<file path="src/rtl/cmd_ring_pkg.sv">
`timescale 1ns/1ps
package cmd_ring_pkg;

    typedef enum logic [2:0] {
        ST_IDLE,
        ST_IMM,
        ST_REQ,
        ST_WAIT,
        ST_SEND
    } fetch_state_e;

    typedef enum logic [2:0] {
        SEL_BASE_LO  = 3'd0,
        SEL_BASE_HI  = 3'd1,
        SEL_WR_PTR   = 3'd2,
        SEL_CTRL     = 3'd3,
        SEL_IMM_CMD  = 3'd4,
        SEL_IMM_STAT = 3'd5
    } cfg_sel_e;

    // Verb layout: the field positions are fixed by the codec link.
    typedef struct packed {
        logic [3:0]  cad;
        logic        indirect;
        logic [6:0]  nid;
        logic [19:0] payload;
    } verb_t;

    localparam int VERB_W = $bits(verb_t);
    localparam int CAD_W  = 4;

endpackage

</file>
<file path="src/rtl/cmd_ring_regs.sv">
`timescale 1ns/1ps
module cmd_ring_regs
    import cmd_ring_pkg::*;
#(
    parameter int IDX_W = 8
) (
    input  logic              clk,
    input  logic              rst_n,
    input  logic              cfg_we,
    input  logic [2:0]        cfg_sel,
    input  logic [31:0]       cfg_wdata,
    input  logic              rsp_irq_clr,
    input  logic              kick_clr,
    input  logic              imm_done,
    output logic [63:0]       base_full,
    output logic [IDX_W-1:0]  wr_ptr,
    output logic              run,
    output logic [VERB_W-1:0] imm_word,
    output logic              imm_busy,
    output logic              kick
);

    logic [31:0] base_lo;
    logic [31:0] base_hi;
    logic        busy_set;
    logic        wake;

    assign busy_set  = cfg_we && (cfg_sel == SEL_IMM_STAT) && cfg_wdata[0];
    assign wake      = rsp_irq_clr || busy_set ||
                       (cfg_we && ((cfg_sel == SEL_WR_PTR) || (cfg_sel == SEL_CTRL)));
    assign base_full = {base_hi, base_lo};

    always_ff @(posedge clk or negedge rst_n) begin
        if (!rst_n) begin
            base_lo  <= '0;
            base_hi  <= '0;
            wr_ptr   <= '0;
            run      <= 1'b0;
            imm_word <= '0;
            imm_busy <= 1'b0;
            kick     <= 1'b0;
        end else begin
            if (cfg_we) begin
                case (cfg_sel)
                    SEL_BASE_LO: base_lo  <= cfg_wdata;
                    SEL_BASE_HI: base_hi  <= cfg_wdata;
                    SEL_WR_PTR:  wr_ptr   <= cfg_wdata[IDX_W-1:0];
                    SEL_CTRL:    run      <= cfg_wdata[0];
                    SEL_IMM_CMD: imm_word <= cfg_wdata;
                    default: ;
                endcase
            end
            if (busy_set) begin
                imm_busy <= 1'b1;
            end else if (imm_done) begin
                imm_busy <= 1'b0;
            end
            if (wake) begin
                kick <= 1'b1;
            end else if (kick_clr) begin
                kick <= 1'b0;
            end
        end
    end

endmodule

</file>
<file path="src/rtl/cmd_verb_decode.sv">
`timescale 1ns/1ps
module cmd_verb_decode
    import cmd_ring_pkg::*;
#(
    parameter int NUM_CODECS = 16
) (
    input  logic [VERB_W-1:0]     word,
    input  logic [NUM_CODECS-1:0] codec_present,
    output logic [CAD_W-1:0]      cad,
    output logic [6:0]            nid,
    output logic [19:0]           payload,
    output logic                  accept
);

    verb_t v;

    assign v       = verb_t'(word);
    assign cad     = v.cad;
    assign nid     = v.nid;
    assign payload = v.payload;
    // Indirect node addressing is refused; so is an address with no codec behind it.
    assign accept  = !v.indirect && codec_present[v.cad];

endmodule

</file>
<file path="src/rtl/cmd_ring_fsm.sv">
`timescale 1ns/1ps
module cmd_ring_fsm
    import cmd_ring_pkg::*;
#(
    parameter int IDX_W  = 8,
    parameter int CNT_W  = 8,
    parameter int ADDR_W = 64
) (
    input  logic              clk,
    input  logic              rst_n,
    input  logic [ADDR_W-1:0] base,
    input  logic [IDX_W-1:0]  wr_ptr,
    input  logic              run,
    input  logic              kick,
    input  logic              imm_busy,
    input  logic [VERB_W-1:0] imm_word,
    input  logic [CNT_W-1:0]  rsp_count,
    input  logic [CNT_W-1:0]  rsp_thresh,
    output logic              mem_req_valid,
    input  logic              mem_req_ready,
    output logic [ADDR_W-1:0] mem_req_addr,
    input  logic              mem_rsp_valid,
    input  logic [VERB_W-1:0] mem_rsp_data,
    output logic [VERB_W-1:0] dec_word,
    input  logic              dec_accept,
    output logic              cmd_valid,
    input  logic              cmd_ready,
    output logic              kick_clr,
    output logic              imm_done,
    output logic [IDX_W-1:0]  rd_ptr
);

    localparam int PAD_W = ADDR_W - IDX_W - 2;

    fetch_state_e      state_q, state_d;
    logic [VERB_W-1:0] held_q;
    logic [IDX_W-1:0]  nxt_idx;
    logic              ring_go;

    assign nxt_idx      = rd_ptr + 1'b1;
    assign mem_req_addr = base + {{PAD_W{1'b0}}, nxt_idx, 2'b00};
    assign ring_go      = kick && run && (rd_ptr != wr_ptr) && (rsp_count != rsp_thresh);

    // State register and the data captured on a read return
    always_ff @(posedge clk or negedge rst_n) begin
        if (!rst_n) begin
            state_q <= ST_IDLE;
            rd_ptr  <= '0;
            held_q  <= '0;
        end else begin
            state_q <= state_d;
            if (state_q == ST_WAIT && mem_rsp_valid) begin
                rd_ptr <= nxt_idx;
                held_q <= mem_rsp_data;
            end
        end
    end

    // Next state
    always_comb begin
        state_d = state_q;
        unique case (state_q)
            ST_IDLE: begin
                if (imm_busy)     state_d = ST_IMM;
                else if (ring_go) state_d = ST_REQ;
            end
            ST_IMM:  if (!dec_accept || cmd_ready) state_d = ST_IDLE;
            ST_REQ:  if (mem_req_ready) state_d = ST_WAIT;
            ST_WAIT: if (mem_rsp_valid) state_d = dec_accept ? ST_SEND : ST_IDLE;
            ST_SEND: if (cmd_ready) state_d = ST_IDLE;
            default: state_d = ST_IDLE;
        endcase
    end

    // Outputs
    always_comb begin
        mem_req_valid = (state_q == ST_REQ);
        cmd_valid     = (state_q == ST_SEND) || ((state_q == ST_IMM) && dec_accept);
        imm_done      = (state_q == ST_IMM) && (!dec_accept || cmd_ready);
        kick_clr      = (state_q == ST_IDLE) && !imm_busy && !ring_go;
        unique case (state_q)
            ST_IMM:  dec_word = imm_word;
            ST_WAIT: dec_word = mem_rsp_data;
            default: dec_word = held_q;
        endcase
    end

endmodule

</file>
<file path="src/rtl/cmd_ring_fetch.sv">
`timescale 1ns/1ps
module cmd_ring_fetch
    import cmd_ring_pkg::*;
#(
    parameter int IDX_W  = 8,
    parameter int CNT_W  = 8,
    parameter int ADDR_W = 64
) (
    input  logic                  clk,
    input  logic                  rst_n,
    input  logic                  cfg_we,
    input  logic [2:0]            cfg_sel,
    input  logic [31:0]           cfg_wdata,
    input  logic [(1<<CAD_W)-1:0] codec_present,
    input  logic [CNT_W-1:0]      rsp_count,
    input  logic [CNT_W-1:0]      rsp_thresh,
    input  logic                  rsp_irq_clr,
    output logic                  mem_req_valid,
    input  logic                  mem_req_ready,
    output logic [ADDR_W-1:0]     mem_req_addr,
    input  logic                  mem_rsp_valid,
    input  logic [31:0]           mem_rsp_data,
    output logic                  cmd_valid,
    input  logic                  cmd_ready,
    output logic [CAD_W-1:0]      cmd_cad,
    output logic [6:0]            cmd_nid,
    output logic [19:0]           cmd_payload,
    output logic [IDX_W-1:0]      rd_ptr,
    output logic                  imm_busy
);

    localparam int NUM_CODECS = 1 << CAD_W;

    logic [63:0]       base_full;
    logic [IDX_W-1:0]  wr_ptr;
    logic              run;
    logic [VERB_W-1:0] imm_word;
    logic              kick;
    logic              kick_clr;
    logic              imm_done;
    logic [VERB_W-1:0] dec_word;
    logic              dec_accept;

    cmd_ring_regs #(.IDX_W(IDX_W)) u_regs (
        .clk         (clk),
        .rst_n       (rst_n),
        .cfg_we      (cfg_we),
        .cfg_sel     (cfg_sel),
        .cfg_wdata   (cfg_wdata),
        .rsp_irq_clr (rsp_irq_clr),
        .kick_clr    (kick_clr),
        .imm_done    (imm_done),
        .base_full   (base_full),
        .wr_ptr      (wr_ptr),
        .run         (run),
        .imm_word    (imm_word),
        .imm_busy    (imm_busy),
        .kick        (kick)
    );

    cmd_ring_fsm #(.IDX_W(IDX_W), .CNT_W(CNT_W), .ADDR_W(ADDR_W)) u_fsm (
        .clk           (clk),
        .rst_n         (rst_n),
        .base          (base_full[ADDR_W-1:0]),
        .wr_ptr        (wr_ptr),
        .run           (run),
        .kick          (kick),
        .imm_busy      (imm_busy),
        .imm_word      (imm_word),
        .rsp_count     (rsp_count),
        .rsp_thresh    (rsp_thresh),
        .mem_req_valid (mem_req_valid),
        .mem_req_ready (mem_req_ready),
        .mem_req_addr  (mem_req_addr),
        .mem_rsp_valid (mem_rsp_valid),
        .mem_rsp_data  (mem_rsp_data),
        .dec_word      (dec_word),
        .dec_accept    (dec_accept),
        .cmd_valid     (cmd_valid),
        .cmd_ready     (cmd_ready),
        .kick_clr      (kick_clr),
        .imm_done      (imm_done),
        .rd_ptr        (rd_ptr)
    );

    cmd_verb_decode #(.NUM_CODECS(NUM_CODECS)) u_dec (
        .word          (dec_word),
        .codec_present (codec_present),
        .cad           (cmd_cad),
        .nid           (cmd_nid),
        .payload       (cmd_payload),
        .accept        (dec_accept)
    );

endmodule

</file>
<file path="config.mk">
export PLATFORM = sky130hd
export DESIGN_NAME = cmd_ring_fetch
export DESIGN_NICKNAME = d
export VERILOG_FILES = /design/src/rtl/cmd_ring_pkg.sv /design/src/rtl/cmd_ring_regs.sv /design/src/rtl/cmd_verb_decode.sv /design/src/rtl/cmd_ring_fsm.sv /design/src/rtl/cmd_ring_fetch.sv
export SDC_FILE = /design/constraint.sdc
export NUM_CORES = 1
export LEC_CHECK = 0
export BUFFER_PORTS_ARGS = -buffer_cell sky130_fd_sc_hd__buf_2
export CAP_MARGIN = 20
export CORE_UTILIZATION = 48
export DETAILED_ROUTE_END_ITERATION = 16
export HOLD_SLACK_MARGIN = 0.15
export PLACE_DENSITY_LB_ADDON = 0.08
export SYNTH_ARGS = -nofsm -noshare
export SYNTH_HDL_FRONTEND = slang
export SYNTH_SLANG_ARGS = --single-unit
</file>
<file path="constraint.sdc">
create_clock -name clk -period 3.4 [get_ports clk]
set_input_delay 0.51 -clock clk [delete_from_list [all_inputs] [get_ports clk]]
set_output_delay 0.51 -clock clk [all_outputs]
set_load 0.01 [all_outputs]
</file>
* Yosys cells after proc, flatten, opt, wreduce, memory -nomap -nowiden
Index checks and enable logic that the tools add are counted.
** Word-level totals
- Register bits after elaboration :: 150
- Logic and storage cells :: 75
- Memory bits (writable) :: 0
- Input bits :: 106
- Output and inout port bits :: 106
- Memories :: 0
- Memory bits (read-only) :: 0
- Latch bits :: 0
** Operators by class
- Mux-type cells :: 15
- $add $sub $neg :: 2
- Shifts and indexed selects :: 0
- Divide/modulo/power cells :: 0
- $mul :: 0
- Reduce and logical (&&, ||, !) cells :: 31
- Bitwise gates (word level) :: 0
- Equal/unequal tests :: 16
- Order comparisons :: 1
** Operators by type and width (count)
- $add 64x10->64 :: 1
- $pmux 32 s2 :: 1
- $mux 3 :: 7
- $ne 8x8->1 :: 2
- $pmux 3 s5 :: 1
- $eq 3x2->1 const B :: 4
- $logic_and 1x1->1 :: 12
- $reduce_and 2->1 :: 5
- $eq 3x3->1 const B :: 3
- $add 8x1->8 const B :: 1
- $eq 3x1->1 const B :: 2
- $logic_not 3->1 :: 2
- $logic_or 1x1->1 :: 5
- $lt 4x5->1 const B :: 1
- $mux 1 :: 5
- $reduce_and 5->1 :: 1
- $bmux 1 s4 :: 1
- $logic_not 1->1 :: 4
- $ne 2x1->1 const B :: 2
- $ne 2x2->1 const B :: 2
- $reduce_bool 2->1 :: 2
- $ne 3x2->1 const B :: 1

* Longest topological paths before layout
Gate-level depths: netlist (run 1).
- Word-level depth :: 10
- Mapped depth :: 13
- Mapped depth without buffers :: 12

* By module
A second synthesis (run 1) with hierarchy kept.
** Second synthesis, totals
- Cells, all modules :: 870
- Area total of the unflattened synthesis :: 8949.8 sq um
** Modules (own cells, without submodules)
- cmd_ring_fsm :: instances 1, sequential area each 1076.0 sq um, cells each 586, area an instance 4533.1 sq um
- cmd_ring_regs :: instances 1, sequential area each 2677.6 sq um, cells each 238, area an instance 4035.1 sq um
- cmd_verb_decode :: instances 1, sequential area each 0.0 sq um, cells each 46, area an instance 381.6 sq um

* Worst setup path after synthesis (run 1)
Ideal clock, no wire load.
- Path kind :: register to output
- From :: register u_fsm.rd_ptr[0]
- To :: output port mem_req_addr[18]
- Required time :: 2890 ps
- Buffers on the path :: 1
- Data arrival time :: 2952 ps
- Cell stages (with the launch flop) :: 11
- Setup slack :: -62 ps
- Cell sequence :: dfrtp_1 -> ha_1 -> fa_1 -> a21o_1 -> a21oi_1 -> o21bai_1 -> a2111oi_2 -> nor2_1 -> clkbuf_1 -> nand4_1 -> xnor2_1
** On the way
- Longest elaborated chain between the ends :: 2
** RTL lines
- start, declared :: RTL line cmd_ring_fsm.sv:30 : output logic [IDX_W-1:0] rd_ptr
- start signal, assigned :: RTL line cmd_ring_fsm.sv:53 : rd_ptr <= nxt_idx;
- $add 8x1->8 :: RTL line cmd_ring_fsm.sv:40 : assign nxt_idx = rd_ptr + 1'b1;
- via u_fsm.nxt_idx[1] :: RTL line cmd_ring_fsm.sv:37 : logic [IDX_W-1:0] nxt_idx;
- $add 64x10->64 :: RTL line cmd_ring_fsm.sv:41 : assign mem_req_addr = base + {{PAD_W{1'b0}}, nxt_idx, 2'b00};
- end, declared :: RTL line cmd_ring_fetch.sv:20 : output logic [ADDR_W-1:0] mem_req_addr,
The timed path passes the listed nets, and every way through them passes these cells.

* Worst setup path after layout (run 1)
- From :: register u_fsm.rd_ptr[0]
- To :: output port mem_req_addr[39]
Same word-level chain as after synthesis.

==> run summary, run 1 <==
Simple-gate portion of the synthesized area: 0.117
WHS: 0.302 ns
Status: complete, but fails checks
Sw Ratio: 0.356
CP max-delay cell: dfrtp_2
Crit-path max FO: 6
First-pass GRT wire length: 36.5 mm
GPL Wtd Cong: 0.919
Reg2Reg Depth: 8
Largest net degree at the start of global routing: 116
GR Util met2: 0.465
Seq pwr share: 0.324
Tmin final: 3.77 ns
Most Used Layer, Global Route: met2
Crit path arrival time: 3.26 ns
Clock root buffer: clkbuf_16
Top post-synthesis cells by count: dfrtp_1 (149), mux2_2 (137), xnor2_1 (59), nand2_1 (56), mux2i_1 (39)
Gr usage total: 0.270
Hold Startpoint: rsp_irq_clr
Yosys top cell area share: 0.456
Avg Cell Area, Syn: 11.5 um^2
Area Growth Syn to Fin: 36.7%
Post-synthesis mux area share: 0.247
Antenna Violating Nets Remaining: 0
Largest family of logic cells by synthesized area: multiplexers
Synth Net Count: 830
H-tree Lvls: 4
Synth async-reset ratio: 1.00
DR iter-0 viols: 340
Drc violations: 0
Final Hold Vio Count: 0
Clk slew on worst S/H paths: 0.06 ns
Final-stage net count: 1080
Worst-Skew Late Latency: 0.43 ns
Ranking of synthesized cells by area: dfrtp_1 (46%), mux2_2 (19%), xnor2_1 (6.3%)
Dpl ws: -0.0722 ns
Final setup viols: 55
Clock Skews: 0.00682 ns
Slew Limit Fails: 0
Max Fclk: 0.266 GHz
Most frequent cell after synthesis: dfrtp_1
Sequential fraction of the synthesis area: 0.456
Synth Area in XOR/XNOR: 0.0953
Die ar.: 17600 um^2
Type of the worst setup path: reg -> out
Antenna violations before repair: 0
CTS Sinks: 149
Starting Density: 0.493
Rows: 47
Post-Synth Adder-Cell Area: 0.0162
Power per cell area: 762 nW/um^2
Final Power: 8520 uW
# diodes: 0
Fraction of met3 tracks used by global routing: 0.0533
Cell Int Power: 5490 uW
Vias in the first global route: 6723
Worst Tran Pin Value: 0.724 ns
CP Cell Sequence: ha_4 -> nand3_4 -> nor2_4 -> xor2_1 -> ha_1 -> and2_4 -> nor3_2 -> o21ai_2 -> a21oi_4 -> o21ba_4 -> nor3_2 -> xor2_1 -> buf_2
Gate Count Post-Synth: 714
Crit path capture type: output pin
Hold path depth: 2
Main synth FF type: dfrtp_1
Post-synth top area cell: dfrtp_1
Worst ir drop on vdd: 494 uV
Cell Area, Synth: 8180 um^2
Yosys reg bits: 149
Die Ht: 133 um
Yosys warning count: 0
Worst Path Required: 2.89 ns
RSZ-0062 raised after global routing: yes
CTS tree: built
Startpoint types: flip-flop
Comb power frac: 0.433
Total of max-cap violations: 0
Share of total power in the clock network: 0.243
GR Layer Usage met1: 0.334
Pleak: 0.00533 uW
Synth Area in Compound Gates: 0.0421
IO Count: 212
Via density: 5.56
GRT overflow: 0
Layout fillers: 1288
Chip Width: 133 um
Vias: 6651
Min setup slack post-route: -0.365 ns
Core area: 16600 um^2
Min-Delay Endpoint: u_regs.kick
Post-synth EDFFs: 0
R2R Path Start: u_fsm.state_q[0]
First-pass DRT Iterations: 5
Failing checks: negative setup slack
Final worst-path cycle share: 1.11
WL final: 23.7 mm
Worst R2R Setup Slack: 0.71 ns
Max_slew headroom: 0.516
Worst min-delay path class: in -> reg
Net Sw Power: 3030 uW
Share of layout cells above drive strength 1: 0.554
Synth cell types: 53
Crit-path max cell delay: 0.42 ns
Port Buffer Count: 211
Cts bufs inserted: 17
Deepest clock path buffer count: 2
DPL Wire Length: 16.3 mm
R2R Path End: u_fsm.state_q[0]
Avg WL per Cell: 19.8 um
-- power groups by stage --
| stage | sequential [uW] | combinational (uW) | clock, uW |
|---|---|---|---|
| global placement | 2700 | 3140 | 0 |
| finish | 2760 | 3690 | 2070 |
| floorplan | 2590 | 2160 | 0 |
| CTS | 2730 | 3390 | 2090 |
| global route | 2830 | 3970 | 2170 |
| detailed placement | 2740 | 3230 | 0 |
-- cells in the final DEF, fill, tap and decap left out, types with 10 or more instances in the layout --
master	synthesis	routed
dfrtp_1	149	143
nand4_1	19	19
clkbuf_16	0	17
nand3_1	28	13
xor2_1	30	28
mux2i_1	39	39
nand3_2	0	10
nor2_1	14	10
xnor2_2	0	21
buf_2	3	208
xnor2_1	59	38
buf_4	3	48
buf_6	1	10
mux2_2	137	138
o21ai_0	31	30
nand2_1	56	47
-- registers in the layout, summed over array words and instances (netlist names) --
name / cells
u_regs.wr_ptr: 8
u_fsm.held_q: 31
u_fsm.state_q: 3
u_regs.imm_busy: 1
u_regs.base_hi: 32
u_regs.imm_word: 32
u_regs.base_lo: 32
u_regs.kick: 1
u_regs.run: 1
u_fsm.rd_ptr: 8
-- worst max-delay path, delay by kind of cell, from the launching register on --
kind                       cells  cell delay (ns)
AOI/OAI and AO/OA              3             0.65
and+or+nand+nor                5             0.64
adders and majority gates      2             0.50
xor gates and xnor gates       2             0.44
DFF                            1             0.42
buffers and inverters          1             0.18
-- metal layers --
layer	routed length, um	vias to the layer above
met2	12200	256
met5	0	-
li1	-	3034
met4	625	0
met3	1420	44
met1	9410	3317
-- stage by stage --
| step | util | cells | cell area (um^2) | setup TNS (ns) |
|---|---|---|---|---|
| CTS | 0.644 | 1180 | 10700 | -6.69 |
| floorplan | - | 714 | 8190 | 0 |
| finish | 0.674 | 1196 | 11200 | -12.06 |
| global route | 0.674 | 1196 | 11200 | -18.50 |
| global placement | 0.582 | 1137 | 9650 | 0 |
| detailed placement | 0.582 | 1137 | 9650 | -0.163 |
-- layout make-up --
cell class / instances / area, um^2 / share of cell area
clock buffer: 19 / 443 / 0.0396
clock inverter: 12 / 201 / 0.0180
inverter: 10 / 37.5 / 0.00336
multi-input combinational: 516 / 4900 / 0.438
sequential: 149 / 3740 / 0.334
tap: 220 / 275 / 0.0246
timing repair buffer: 270 / 1590 / 0.142
-- how the worst max path moves through the flow --
| stage | to | cells after the start | from | slack, ns |
|---|---|---|---|---|
| global placement | mem_req_addr[39] | 13 | u_fsm.rd_ptr[0] | 0.03 |
| floorplan | mem_req_addr[61] | 13 | u_fsm.rd_ptr[2] | 0.03 |
| detailed placement | mem_req_addr[39] | 13 | u_fsm.rd_ptr[0] | -0.07 |
| global route | mem_req_addr[39] | 13 | u_fsm.rd_ptr[0] | -0.45 |
| finish | mem_req_addr[39] | 13 | u_fsm.rd_ptr[0] | -0.37 |
| CTS | mem_req_addr[39] | 13 | u_fsm.rd_ptr[1] | -0.21 |
-- cells by family after synthesis --
| family | Yosys count |
|---|---|
| muxes | 181 |
| and+or+nand+nor | 175 |
| DFF | 149 |
| xor gates and xnor gates | 89 |
| AOI/OAI and AO/OA | 59 |
| buffers and inverters | 51 |
| adders and majority gates | 10 |
-- what timing repair did --
item / 4_1_cts / 5_1_grt
resized for setup: 62 / 67
hold buffers: 0 / 1
hold endpoints to repair: 0 / 15
pin swaps: 33 / 46
buffers inserted: 12 / 13
cloned: 1 / 1
endpoints found under the setup margin: 56 / 56
(Power assumes the default switching activity.)
==> inputs of run 2 (changes only) <==
Settings changed: SKIP_CTS_REPAIR_TIMING set to 1.
==> run 2 against run 1 <==
Against the previous run:
- the flow still finishes with violations (negative setup slack)
- utilization is 2.7 points lower
- hold slack better by 0.00076 ns
- non-clock buffer count is 13 lower
- routed wire length is 3.6% lower
- combinational power is 6.2% lower
- sequential share of layout area is 1.4 points higher
- largest cell class unchanged
- via count is 1.6% lower
==> run summary, run 2 (same netlist as run 1, synthesis figures left out) <==
Antenna violations before repair: 0 (unchanged)
Total of max-cap violations: 0 (unchanged)
Pleak: 0.00507 uW (-4.9%)
Worst Tran Pin Value: 0.721 ns (-0.00324 ns)
H-tree Lvls: 4 (unchanged)
Rows: 47 (unchanged)
Final Hold Vio Count: 0 (unchanged)
DR iter-0 viols: 322 (-5.3%)
Worst-Skew Late Latency: 0.42 ns (about the same)
Max Fclk: 0.274 GHz (+3.3%)
Crit path capture type: output pin
Most frequent cells in the layout: buf_2 (210), dfrtp_1 (146), mux2_2 (138)
GPL Wtd Cong: 0.919 (unchanged)
Worst ir drop on vdd: 438 uV (-11%)
Worst R2R Setup Slack: 0.68 ns (-0.03 ns)
Largest net degree at the start of global routing: 116 (unchanged)
Via density: 5.53 (-0.50%)
CTS Sinks: 149 (unchanged)
Die Ht: 133 um (unchanged)
Final setup viols: 54 (-1.8%)
Vias in the first global route: 6545 (-2.6%)
Share of layout cells above drive strength 1: 0.504 (-0.0507)
Die ar.: 17600 um^2 (unchanged)
Clock Skews: 0.00615 ns (-0.000670 ns)
Startpoint types: flip-flop
Crit path arrival time: 3.14 ns (-0.12 ns)
Avg WL per Cell: 19.3 um (-2.5%)
WL final: 22.8 mm (-3.6%)
Clk slew on worst S/H paths: 0.06 ns (about the same)
Clock root buffer: clkbuf_16
RSZ-0062 raised after global routing: yes
Failing checks: negative setup slack
Vias: 6546 (-1.6%)
Status: complete, but fails checks
Worst Path Required: 2.89 ns (about the same)
GRT overflow: 0 (unchanged)
First-pass DRT Iterations: 5 (unchanged)
Drc violations: 0 (unchanged)
Biggest regs: u_regs.base_hi (32), u_regs.base_lo (32), u_regs.imm_word (32)
Min setup slack post-route: -0.245 ns (+0.120 ns)
Antenna Violating Nets Remaining: 0 (unchanged)
Cts bufs inserted: 17 (unchanged)
Tmin final: 3.65 ns (-0.120 ns)
Max_slew headroom: 0.518 (+0.00217)
Most common cell after layout, fill and taps aside: buf_2
Final worst-path cycle share: 1.07 (-0.0352)
Power per cell area: 770 nW/um^2 (+1.0%)
Cells after DPL: 1137 (unchanged)
Crit-path max FO: 6 (unchanged)
Deepest clock path buffer count: 2 (unchanged)
Slew Limit Fails: 0 (unchanged)
Type of the worst setup path: reg -> out
Gr usage total: 0.261 (-0.00930)
Core area: 16600 um^2 (unchanged)
Final-stage net count: 1067 (-1.2%)
Worst min-delay path class: in -> reg
Starting Density: 0.493 (unchanged)
Finished Layout Cells: 1183 (-1.1%)
Area Growth Syn to Fin: 31.2%
First-pass GRT wire length: 35.3 mm (-3.3%)
Port Buffer Count: 211 (unchanged)
DPL Wire Length: 16.3 mm (unchanged)
Chip Width: 133 um (unchanged)
IO Count: 212 (unchanged)
CTS tree: built
# diodes: 0 (unchanged)
Dpl ws: -0.0722 ns (unchanged)
run 2: changes by cell type in the layout (fill, tap and decap cells not counted), sizes merged:
cell	change
buf	-13
run 2: layout make-up:
| cell class | count | area, um^2 |
|---|---|---|
| Timing Repair Buffer | 257 | 1470 |
| Fill cell | 1370 | 5850 |
| Clock inverter | 12 | 201 |
| Clock buffer | 19 | 443 |
| Tap cell | 220 | 275 |
| Sequential cell | 149 | 3730 |
| Inverter | 10 | 37.5 |
| Multi-Input combinational cell | 516 | 4580 |
run 2: per-layer routing:
metal | routed length [um] | vias up | GRT usage
met5 | 0 | - | 0
met4 | 509 | 0 | 0.101
met2 | 11700 | 236 | 0.445
li1 | - | 3009 | -
met3 | 1240 | 39 | 0.0529
met1 | 9350 | 3262 | 0.325
run 2: metrics by stage:
step           area (um^2)  setup TNS, ns  hold slack (ns)  power (uW)  utilization
5_1_grt              10700         -15.21            0.313        8730        0.647
4_1_cts              10300         -21.56            0.293        8050        0.621
2_1_floorplan         8190              0            0.214        4750            -
3_5_place_dp          9650         -0.163            0.493        5960        0.582
3_3_place_gp          9650              0            0.484        5840        0.582
6_report             10700          -7.98            0.303        8260        0.647
run 2: path summary, 6_finish.rpt:
kind | from | end | depth (start not counted)
min | rsp_irq_clr | u_regs.kick | 2
min in group asynchronous | rst_n | u_regs.imm_word[3] | 2
max | u_fsm.rd_ptr[0] | mem_req_addr[39] | 13
max reg2reg | u_fsm.state_q[2] | u_fsm.state_q[0] | 8
min reg2reg | u_regs.base_lo[0] | u_regs.base_lo[0] | 1
max in group asynchronous | rst_n | u_regs.base_lo[13] | 4
run 2: report_power, final:
part / switching (uW) / total [uW] / internal [uW] / leakage, uW
clock network: 743 / 2060 / 1320 / 0.000309
registers: 450 / 2740 / 2290 / 0.00179
logic: 1730 / 3460 / 1730 / 0.00297
run 2: worst max-delay path, stage by stage, from the launching register on:
cell,delay (ns)
dfrtp_2,0.42
buf_6,0.14
nand3_4,0.07
or2_4,0.27
xnor2_2,0.19
ha_2,0.31
o21a_1,0.19
o31ai_2,0.06
inv_1,0.10
a21oi_4,0.21
o21ba_4,0.29
nor3_2,0.08
xor2_1,0.21
buf_2,0.18
==> inputs of run 3 (changes only) <==
Settings changed: CORE_UTILIZATION 48 to 50, CTS_BUF_LIST set to sky130_fd_sc_hd__clkbuf_4 sky130_fd_sc_hd__clkbuf_8.
==> run 3 against run 2 <==
Against the previous run:
- the flow still finishes with violations (negative setup slack)
- cell area grew 0.53%
- non-clock buffer count grew 9
- sequential power is essentially flat
- hold slack lost 0.22 ns
- combinational power grew 4%
- register-to-register slack is essentially flat
- critical path depth grew 1
- first-iteration DRC count grew 15%
- critical path type unchanged
- critical endpoint is now mem_req_addr[47]
- largest power group unchanged
==> run summary, run 3 (same netlist as run 1, synthesis figures left out) <==
Drc violations: 0 (unchanged)
Port Buffer Count: 211 (unchanged)
Power per cell area: 738 nW/um^2 (-4.0%)
Final setup viols: 54 (unchanged)
Final-stage net count: 1074 (+0.66%)
H-tree Lvls: 4 (unchanged)
Most common cell after layout, fill and taps aside: buf_2
Crit path capture type: output pin
Slew Limit Fails: 0 (unchanged)
Largest net degree at the start of global routing: 85 (-27%)
Worst ir drop on vdd: 380 uV (-13%)
Die ar.: 16900 um^2 (-3.9%)
First-pass DRT Iterations: 4 (-1)
Max_slew headroom: 0.453 (-0.0645)
RSZ-0062 raised after global routing: yes
CTS Sinks: 149 (unchanged)
Failing checks: negative setup slack
DPL Wire Length: 16.3 mm (about the same)
CTS tree: built
First-pass GRT wire length: 33.2 mm (-5.9%)
Reg2Reg Depth: 8 (unchanged)
Startpoint types: flip-flop
Cts bufs inserted: 17 (unchanged)
Starting Density: 0.513 (+0.0198)
Finished Layout Cells: 1187 (+0.34%)
Post-DP Area: 9640 um^2 (about the same)
WL final: 22.8 mm (about the same)
Status: complete, but fails checks
Pleak: 0.00512 uW (+0.98%)
WHS: 0.0842 ns (-0.219 ns)
Worst R2R Setup Slack: 0.69 ns (about the same)
Gr usage total: 0.265 (+0.00386)
# diodes: 0 (unchanged)
Share of layout cells above drive strength 1: 0.533 (+0.0298)
Crit-path max cell delay: 0.38 ns (-0.04 ns)
Avg WL per Cell: 19.2 um (-0.31%)
Max Fclk: 0.258 GHz (-5.9%)
Crit-path max FO: 6 (unchanged)
IO Count: 212 (unchanged)
Clock Skews: 0.00595 ns (-0.000193 ns)
Clock root buffer: clkbuf_8
Tmin final: 3.87 ns (+0.227 ns)
Antenna Violating Nets Remaining: 0 (unchanged)
Cells after DPL: 1135 (-0.18%)
Worst-Skew Late Latency: 0.45 ns (+0.03 ns)
Most Used Layer, Global Route: met2
Vias in the first global route: 6308 (-3.6%)
CP max-delay cell: dfrtp_1
Biggest regs: u_regs.base_hi (32), u_regs.base_lo (32), u_regs.imm_word (32)
Final non-filler cell area: 10800 um^2 (+0.53%)
Rows: 46 (-2.1%)
Crit path arrival time: 3.36 ns (+0.22 ns)
Final Hold Vio Count: 0 (unchanged)
Crit-path leading delay family: simple AND/OR/NAND/NOR gates
GRT overflow: 0 (unchanged)
Worst Tran Pin Value: 0.820 ns (+0.0994 ns)
GR Util met2: 0.451 (+0.00545)
Area Growth Syn to Fin: 31.9%
Total of max-cap violations: 0 (unchanged)
R2R Path End: u_fsm.state_q[0]
Core area: 15900 um^2 (-3.9%)
Most frequent cells in the layout: buf_2 (210), dfrtp_1 (145), mux2_2 (136)
Worst min-delay path class: in -> async
Deepest clock path buffer count: 2 (unchanged)
Vias: 6564 (+0.27%)
Chip Width: 130 um (-2.0%)
Clk slew on worst S/H paths: 0.08 ns (+0.02 ns)
Worst Path Required: 2.89 ns (about the same)
Type of the worst setup path: reg -> out
GR Layer Usage met1: 0.328 (+0.00335)
Die Ht: 130 um (-2.0%)
Via density: 5.53 (about the same)
DR iter-0 viols: 370 (+15%)
Final worst-path cycle share: 1.14 (+0.0668)
R2R Path Start: u_fsm.state_q[1]
Fin util: 0.677 (+0.0295)
TNS Setup: -16.02 ns (-8.04 ns)
WP buf/inv: 4 (+1)
Fraction of met3 tracks used by global routing: 0.0426 (-0.0102)
Min setup slack post-route: -0.473 ns (-0.227 ns)
Antenna violations before repair: 0 (unchanged)
GPL Wtd Cong: 0.915 (-0.44%)
CP Cell Sequence: buf_4 -> nand3_2 -> or2_4 -> xnor2_2 -> ha_4 -> o21a_1 -> o31ai_4 -> inv_1 -> a21oi_2 -> o21ba_4 -> buf_12 -> nor4b_4 -> xor2_1 -> buf_2
## run 3: worst max path at each step
stage | from | end | slack [ns] | cells after the start
final | u_fsm.rd_ptr[0] | mem_req_addr[47] | -0.47 | 14
after global routing | u_fsm.rd_ptr[0] | mem_req_addr[47] | -0.56 | 14
after CTS | u_fsm.rd_ptr[1] | mem_req_addr[28] | -0.79 | 11
after detailed placement | u_fsm.rd_ptr[1] | mem_req_addr[28] | -0.27 | 11
after global placement | u_fsm.rd_ptr[1] | mem_req_addr[38] | -0.13 | 11
after floorplan | u_fsm.rd_ptr[2] | mem_req_addr[61] | 0.03 | 13
## run 3: power by group
part | internal, uW | total [uW] | switching (uW) | leakage, uW
Combinational | 1800 | 3590 | 1790 | 0.00308
Sequential | 2280 | 2720 | 431 | 0.00179
Clock | 957 | 1660 | 706 | 0.000247
## run 3: final cells by class
type / count / area (um^2)
Fill cell: 1217 / 5150
Multi-Input combinational cell: 514 / 4740
Sequential cell: 149 / 3730
Timing Repair Buffer: 266 / 1530
Tap cell: 216 / 270
Clock inverter: 15 / 250
Clock buffer: 17 / 234
Inverter: 10 / 37.5
## run 3: metal layers
| layer | vias up | wire, um |
|---|---|---|
| li1 | 3028 | - |
| met1 | 3274 | 9300 |
| met2 | 221 | 11700 |
| met3 | 41 | 1070 |
| met4 | 0 | 754 |
| met5 | - | 0 |
## run 3: through the flow
step	worst slack [ns]	power (uW)
4_1_cts	-0.788	7670
5_1_grt	-0.559	8430
2_1_floorplan	0.0344	4750
3_5_place_dp	-0.273	5990
6_report	-0.473	7970
3_3_place_gp	-0.128	5850
